[config.mk]
export PLATFORM = sky130hd
export DESIGN_NAME = dp_aux_framer
export DESIGN_NICKNAME = d
export VERILOG_FILES = /design/src/rtl/dp_aux_framer.sv
export SDC_FILE = /design/constraint.sdc
export NUM_CORES = 1
export LEC_CHECK = 0
export ABC_AREA = 1
export ABC_CLOCK_PERIOD_IN_PS = 6690
export BUFFER_PORTS_ARGS = -buffer_cell sky130_fd_sc_hd__buf_2
export CORE_ASPECT_RATIO = 0.6
export CORE_MARGIN = 4
export CORE_UTILIZATION = 45
export DETAILED_ROUTE_END_ITERATION = 6
export HOLD_SLACK_MARGIN = 0.03
export PLACE_DENSITY = 0.76
export SYNTH_ARGS = -nofsm -noshare
export SYNTH_HDL_FRONTEND = slang
export SYNTH_SLANG_ARGS = --single-unit
[constraint.sdc]
create_clock -name clk -period 6.69 [get_ports clk]
set_clock_uncertainty 0.2 [all_clocks]
set_input_delay 0.669 -clock clk [delete_from_list [all_inputs] [get_ports clk]]
set_output_delay 0.669 -clock clk [all_outputs]
set_load 0.02 [all_outputs]
[src/rtl/dp_aux_framer.sv]
module dp_aux_framer #(
  parameter int MAX_WR = 12,
  parameter int MAX_RD = 16,
  parameter int LW     = 5
) (
  input  logic              clk,
  input  logic              rst_n,
  input  logic              req_valid,
  output logic              req_ready,
  input  logic [3:0]        req_cmd,
  input  logic [19:0]       req_addr,
  input  logic [LW-1:0]     req_len,
  input  logic [MAX_WR*8-1:0] req_wdata,
  output logic              tx_start,
  output logic [LW-1:0]     tx_len,
  output logic              tx_valid,
  input  logic              tx_ready,
  output logic [7:0]        tx_data,
  input  logic              rx_valid,
  input  logic [7:0]        rx_ack,
  input  logic [LW-1:0]     rx_count,
  output logic              done,
  output logic              done_err,
  output logic [2:0]        done_code,
  output logic [LW-1:0]     done_count,
  output logic [3:0]        done_reply
);
  localparam int HDR = 4;
  localparam int WDW = MAX_WR * 8;
  localparam logic [2:0] C_OK = 3'd0, C_BIG = 3'd1, C_CMD = 3'd2,
                         C_TMO = 3'd3, C_FLG = 3'd4, C_LNK = 3'd5;

  typedef enum logic [1:0] {S_IDLE, S_SEND, S_WAIT} state_t;
  state_t st;

  logic [3:0]    cmd_q;
  logic [19:0]   addr_q;
  logic [LW-1:0] len_q, idx_q;
  logic [WDW-1:0] wdata_q;
  logic          wr_q;

  wire [3:0] base = req_cmd & 4'b1011;
  wire is_wr  = (base == 4'd0) || (base == 4'd2) || (base == 4'd8);
  wire is_rd  = (base == 4'd1) || (base == 4'd9);
  wire big    = (req_len > LW'(MAX_RD)) || (is_wr && req_len > LW'(MAX_WR));
  wire reject = big || !(is_wr || is_rd);

  wire [LW-1:0] tot = LW'(HDR) + len_q;
  wire [3:0] b3_hi  = (len_q == '0) ? 4'd3 : (wr_q ? tot[3:0] : 4'd4);
  wire [3:0] b3_lo  = (len_q == '0) ? 4'd0 : 4'(len_q - LW'(1));
  wire [LW-1:0] pidx = idx_q - LW'(HDR);

  assign req_ready = (st == S_IDLE);
  assign tx_valid  = (st == S_SEND);
  assign tx_len    = wr_q ? tot : LW'(HDR);

  always_comb begin
    case (idx_q)
      LW'(0):  tx_data = addr_q[7:0];
      LW'(1):  tx_data = addr_q[15:8];
      LW'(2):  tx_data = {cmd_q, addr_q[19:16]};
      LW'(3):  tx_data = {b3_hi, b3_lo};
      default: tx_data = 8'(wdata_q >> {pidx, 3'b000});
    endcase
  end

  wire st_err = (rx_ack == 8'd1) || (rx_ack == 8'd2) || (rx_ack == 8'd3);
  wire [LW-1:0] rd_cnt = (rx_count > len_q) ? len_q : rx_count;

  always_ff @(posedge clk) begin
    if (!rst_n) begin
      st <= S_IDLE; tx_start <= 1'b0; done <= 1'b0; done_err <= 1'b0;
      done_code <= C_OK; done_count <= '0; done_reply <= '0;
      cmd_q <= '0; addr_q <= '0; len_q <= '0; wdata_q <= '0; wr_q <= 1'b0; idx_q <= '0;
    end else begin
      tx_start <= 1'b0;
      done     <= 1'b0;
      case (st)
        S_IDLE: if (req_valid) begin
          if (reject) begin
            done <= 1'b1; done_err <= 1'b1; done_code <= big ? C_BIG : C_CMD;
            done_count <= '0; done_reply <= '0;
          end else begin
            cmd_q <= req_cmd; addr_q <= req_addr; len_q <= req_len;
            wdata_q <= req_wdata; wr_q <= is_wr; idx_q <= '0;
            tx_start <= 1'b1; st <= S_SEND;
          end
        end
        S_SEND: if (tx_ready) begin
          if (idx_q == tx_len - LW'(1)) st <= S_WAIT;
          else idx_q <= idx_q + LW'(1);
        end
        S_WAIT: if (rx_valid) begin
          done <= 1'b1; st <= S_IDLE;
          if (st_err) begin
            done_err <= 1'b1; done_count <= '0; done_reply <= '0;
            done_code <= (rx_ack == 8'd1) ? C_TMO : (rx_ack == 8'd2) ? C_FLG : C_LNK;
          end else begin
            done_err <= 1'b0; done_code <= C_OK;
            done_count <= wr_q ? len_q : rd_cnt;
            done_reply <= rx_ack[7:4];
          end
        end
        default: st <= S_IDLE;
      endcase
    end
  end

  assert_start_pulse_R11: assert property (@(posedge clk) disable iff (!rst_n)
    tx_start |=> !tx_start);
  assert_start_busy_R10: assert property (@(posedge clk) disable iff (!rst_n)
    tx_start |-> (!req_ready && tx_valid));
  assert_hold_data_R11: assert property (@(posedge clk) disable iff (!rst_n)
    (tx_valid && !tx_ready) |=> (tx_valid && $stable(tx_data)));
  assert_err_clear_R7: assert property (@(posedge clk) disable iff (!rst_n)
    (done && done_err) |-> (done_count == '0 && done_reply == '0));
  assert_count_bound_R8: assert property (@(posedge clk) disable iff (!rst_n)
    (done && !done_err) |-> (done_count <= LW'(MAX_RD)));
  assert_txlen_range_R4: assert property (@(posedge clk) disable iff (!rst_n)
    tx_valid |-> (tx_len >= LW'(HDR) && tx_len <= LW'(HDR + MAX_WR)));
  assert_done_idle_R10: assert property (@(posedge clk) disable iff (!rst_n)
    done |-> req_ready);
endmodule

-- Word-level counts from Yosys, hierarchy flattened
Index checks and enable logic that the tools add are counted.
- add/subtract/negate cells: 5
- magnitude comparators: 3
- equality and inequality tests: 20
- shift operators: 1
- multiplexer cells: 46
- bitwise gates (word level): 1
- reduce and logical (&&, ||, !) cells: 21
- operators by type and width (operator ; number):
    96-bit by 8-bit right shift with 8-bit output ; 1
    5-bit 2-to-1 mux ; 11
    8-bit one-hot mux with 4 select lines ; 1
    4-bit 2-to-1 mux ; 7
    5-bit one-hot mux with 2 select lines ; 2
    8-bit by 2-bit == test with 1-bit output (second input constant) ; 2
    3-bit 2-to-1 mux ; 5
    2-bit 2-to-1 mux ; 6
    5-bit by 2-bit == test with 1-bit output (second input constant) ; 2
    5-bit logical NOT ; 2
    5-bit AND reduction ; 2
    1-bit 2-to-1 mux ; 9
    8-bit by 1-bit == test with 1-bit output (second input constant) ; 1
    1-bit logical OR ; 8
    2-bit != test (second input constant) ; 4
    4-bit one-hot mux with 2 select lines ; 1
    3-bit == test (second input constant) ; 2
    2-bit by 1-bit != test with 1-bit output (second input constant) ; 3
    2-bit one-hot mux with 3 select lines ; 1
    3-bit one-hot mux with 2 select lines ; 1
    3-bit AND reduction ; 2
    3-bit by 5-bit adder with 5-bit output (first input constant) ; 1
    5-bit by 1-bit adder with 5-bit output (second input constant) ; 1
    5-bit by 1-bit == test with 1-bit output (second input constant) ; 1
    other kinds (19) ; 21
- flip-flop bits (word level): 148
- input bits: 143
- output and inout bits: 30

-- Longest topological paths before layout
- depth after elaboration: 9
- gate-level depth with buffers: 14

-- Worst setup path after synthesis
Ideal clock, no wire load.
- path kind: flip-flop to output port
- start point: register idx_q[2]
- end point: output port tx_data[0]
- data arrival time: 2103 ps
- data required time: 5821 ps
- setup slack: 3718 ps
- cell stages (with the launch flop): 10
- path buffers: 3
- cells stage by stage: dfxtp_1 > inv_1 > clkbuf_1 > ha_1 > clkbuf_1 > or2_2 > buf_1 > o21ai_1 > inv_1 > o21ai_1
- longest elaborated chain between the ends: 3
- elaborated cells between the ends (all ways): 7
- those cells by class: add/sub: 1; eq/ne: 3; shift: 1; mux: 1; reduce/logical: 1
- RTL lines (what ; line ; RTL):
    start, declared ; 38 ; logic [LW-1:0] len_q, idx_q;
    start signal, assigned ; 91 ; else idx_q <= idx_q + LW'(1);
    5-bit by 3-bit subtractor with 5-bit output ; 51 ; wire [LW-1:0] pidx = idx_q - LW'(HDR);
    96-bit by 8-bit right shift with 8-bit output ; 63 ; default: tx_data = 8'(wdata_q >> {pidx, 3'b000});
    8-bit one-hot mux with 4 select lines (*) ; 58 ; case (idx_q)
    end, declared ; 18 ; output logic [7:0] tx_data,
Mark *: on every way between the ends. The rest lies on a longest branch, timed or not.

-- Worst setup path in the final report
- start point: register idx_q[2]
- end point: output port tx_data[1]
The elaborated chain is that of the path after synthesis.

==> reports/metrics.csv <==
stage,metric,value,unit
floorplan,initial_utilization,46.3,%
sta,setup_viol,0,
final_layout,regArea,0.00296,mm^2
synth,synth-seq-area-share,41.4,%
setup_path,crit_chain,inv_1 > ha_1 > nand3_1 > nand4_1 > o21ai_1 > buf_2,
synth,syn_area,0.00716,mm^2
final_layout,fill_cells,1514,
setup_path,cp_data_required_time,5.82,ns
synth,synth_flop_cell,dfxtp_1,
synth,netlist.area_leader.share,41.4,%
clock_network,postCtsSetupBuffers,0,
clock_network,clockBufferDepth,2,
setup_path,arrival,2.97,ns
routing,vias_per_cell,5.42,
synth,ys_types,35,
floorplan,core-area,0.0155,mm^2
floorplan,dieArea,0.0181,mm^2
routing,first_pass_iters,5,
global_routing,grt.total_usage,23.8,%
routing,drt_wl_total,22100,um
placed_design,place.gp.congestion,0.862,
power,power.density,254,mW/mm^2
sta,fin_tns_setup,0,ns
power,p_comb_share,13.3,%
final_layout,utilization,55.7,%
floorplan,row_count,35,
setup_path,regToRegSetupSlack,3.57,ns
setup_path,crit_type,flip-flop to output port,
clock_network,cts_buffers,17,
setup_path,r2r-start,st[1],
power,leakage,3.45,nW
sta,tightest_slew,0.902,ns
synth,async_reset_ff_share,0,%
synth,synth_most_common_cell,a21oi_1,
power,total_power,0.00219,W
synth,syn_nets,1168,
global_routing,grt_first_pass_wirelength,34200,um
sta,maxSlewViolCount,0,
placed_design,io_buffers,172,
final_layout,fin_nets,1296,
sta,relSlewSlack,39.8,%
clock_network,cts-root-buf,clkbuf_16,
global_routing,grt_pass1_vias,6476,
synth,synth_edf_count,0,
sta,fin_crit_sh,57.3,%
global_routing,grt_max_degree,78,
sta,fmax,0.261,GHz
job,cap_violations,0,
status,status,completed,
routing,drcViolationCount,0,
clock_network,ctsHoldBuffers,0,
setup_path,start_kind,flip-flop,
sta,rsz0062_at_grt,no,
final_layout,area_growth,20.3,%
hold_path,worstHoldPathType,flip-flop to flip-flop,
hold_path,worstHoldStart,wdata_q[49],
power,ir_drop,0.000146,V
final_layout,multi_input_area,0.00347,mm^2
placed_design,dp_hpwl,15700,um
sta,holdWs,0.255,ns
routing,drtAntennaViolNets,0,
clock_network,clk_latency,0.42,ns
setup_path,cp_max_fo,14,
power,intPower,0.00156,W
final_layout,num_antenna_cells,0,
sta,finalHoldViolCount,0,
synth,synth_area_leader_cell,dfxtp_1,
synth,ys_ff_latch,148,
global_routing,antenna_found_initial,0,
clock_network,path_clk_slew,0.06,ns
floorplan,die_x,171,um
sta,fin_crit,3.84,ns
synth,avgSynthCellArea,7.09,um^2
routing,drtIter0Drc,774,
final_layout,drive_gt1_share,21.2,%
setup_path,max_stage_delay,0.64,ns
clock_network,h-tree-depth,4,
floorplan,die_h,106,um
global_routing,grt-ovfl-total,0,
synth,synthTopCellsByCount,"179 x a21oi_1, 153 x nand2_1, 148 x dfxtp_1",
clock_network,clock_sinks,148,
synth,yosys_warnings,0,
clock_network,cts-resized-gates,0,
routing,wl_per_cell,16.4,um
setup_path,cp-end-kind,output port,
power,p_switching,0.000630,W
setup_path,startpoint,idx_q[2],
synth,synth_area_leaders,"dfxtp_1 41%, a21oi_1 13%, nand2_1 8.0%, nand3_1 7.8%, inv_1 5.5%",
power,pwr-share-seq,43.3,%
power,power_frac_clock,43.4,%
power,p_sw_share,28.8,%
synth,synthCells,1009,
clock_network,cts_tree,built,
setup_path,cpMaxStageDelayCell,dfxtp_1,
routing,route.vias.total,7334,
floorplan,boundaryPins,173,
==> final timing paths <==
kind	endpoint	depth (start not counted)
setup / recovery	tx_data[1]	6
hold / removal	wdata_q[49]	2
setup reg to reg	wdata_q[15]	8
hold reg to reg	wdata_q[49]	2
==> critical path, delay by kind of cell, from the launching register on <==
family / cells / cell delay (ns)
simple gates: 2 / 0.70
flops: 1 / 0.64
fa+ha+maj: 1 / 0.34
buf+inv: 2 / 0.55
compound gates: 1 / 0.32
==> flip-flops by register name, indices dropped and copies added, names as in the netlist <==
register    flops
done_reply      4
wr_q            1
wdata_q        96
idx_q           5
done_err        1
st              2
done_count      5
tx_start        1
done            1
cmd_q           4
addr_q         20
len_q           5
done_code       3
==> cell families after synthesis <==
| kind of cell | after synthesis | synth area share (%) |
|---|---|---|
| buf+inv | 185 | 10.3 |
| fa+ha+maj | 16 | 2.80 |
| xor+xnor | 5 | 0.612 |
| flops | 148 | 41.4 |
| simple gates | 315 | 19.7 |
| compound gates | 340 | 25.3 |
==> through the flow <==
stage / worst slack, ns / std cells / instance area [um^2]
after floorplan: 3.72 / 1009 / 7160
after global placement: 3.20 / 1321 / 8040
after detailed placement: 3.10 / 1321 / 8040
after CTS: 2.94 / 1353 / 8610
after global routing: 2.62 / 1353 / 8610
final: 2.85 / 1353 / 8610
==> cell usage in the layout (no fill, tap or decap), types with 3 or more instances in the layout <==
cell / instances
o21ai_0: 59
o211ai_1: 10
a21oi_1: 179
inv_6: 5
nand3b_1: 5
xnor2_1: 4
nand2_2: 7
nor2_2: 3
ha_1: 16
a211oi_1: 3
nand4_1: 4
nand2_1: 152
clkbuf_16: 17
nor3_1: 3
nor2_1: 23
a21oi_2: 9
nand3_1: 111
buf_2: 172
dfxtp_1: 147
inv_1: 105
o21ai_1: 64
o22ai_1: 8
a221oi_1: 6
inv_2: 7
buf_4: 8
==> layer usage <==
| metal | global-route usage [%] | vias up | wire length, um |
|---|---|---|---|
| met4 | 3.96 | 0 | 105 |
| met2 | 30.6 | 336 | 8490 |
| met5 | 0 | - | 0 |
| met1 | 38.9 | 3333 | 11200 |
| met3 | 6.52 | 14 | 2310 |
| li1 | - | 3651 | - |
==> power by group through the flow <==
stage | clock (W) | sequential [W] | combinational, W
2_1_floorplan | 0 | 0.000966 | 0.000184
3_3_place_gp | 0 | 0.000967 | 0.000283
3_5_place_dp | 0 | 0.000968 | 0.000287
4_1_cts | 0.000954 | 0.000948 | 0.000289
5_1_grt | 0.00100 | 0.000952 | 0.000324
6_report | 0.000951 | 0.000949 | 0.000291
==> final cells by class <==
cell class	instances	share of cell area, %
repair buffers	180	10.7
flip-flops and latches	148	34.4
clock inverters	14	1.61
multi-input cells	676	40.3
well taps	203	2.95
clock buffers	18	5.10
inverters	114	4.97
Note: power is estimated with default switching activity, not from simulation.
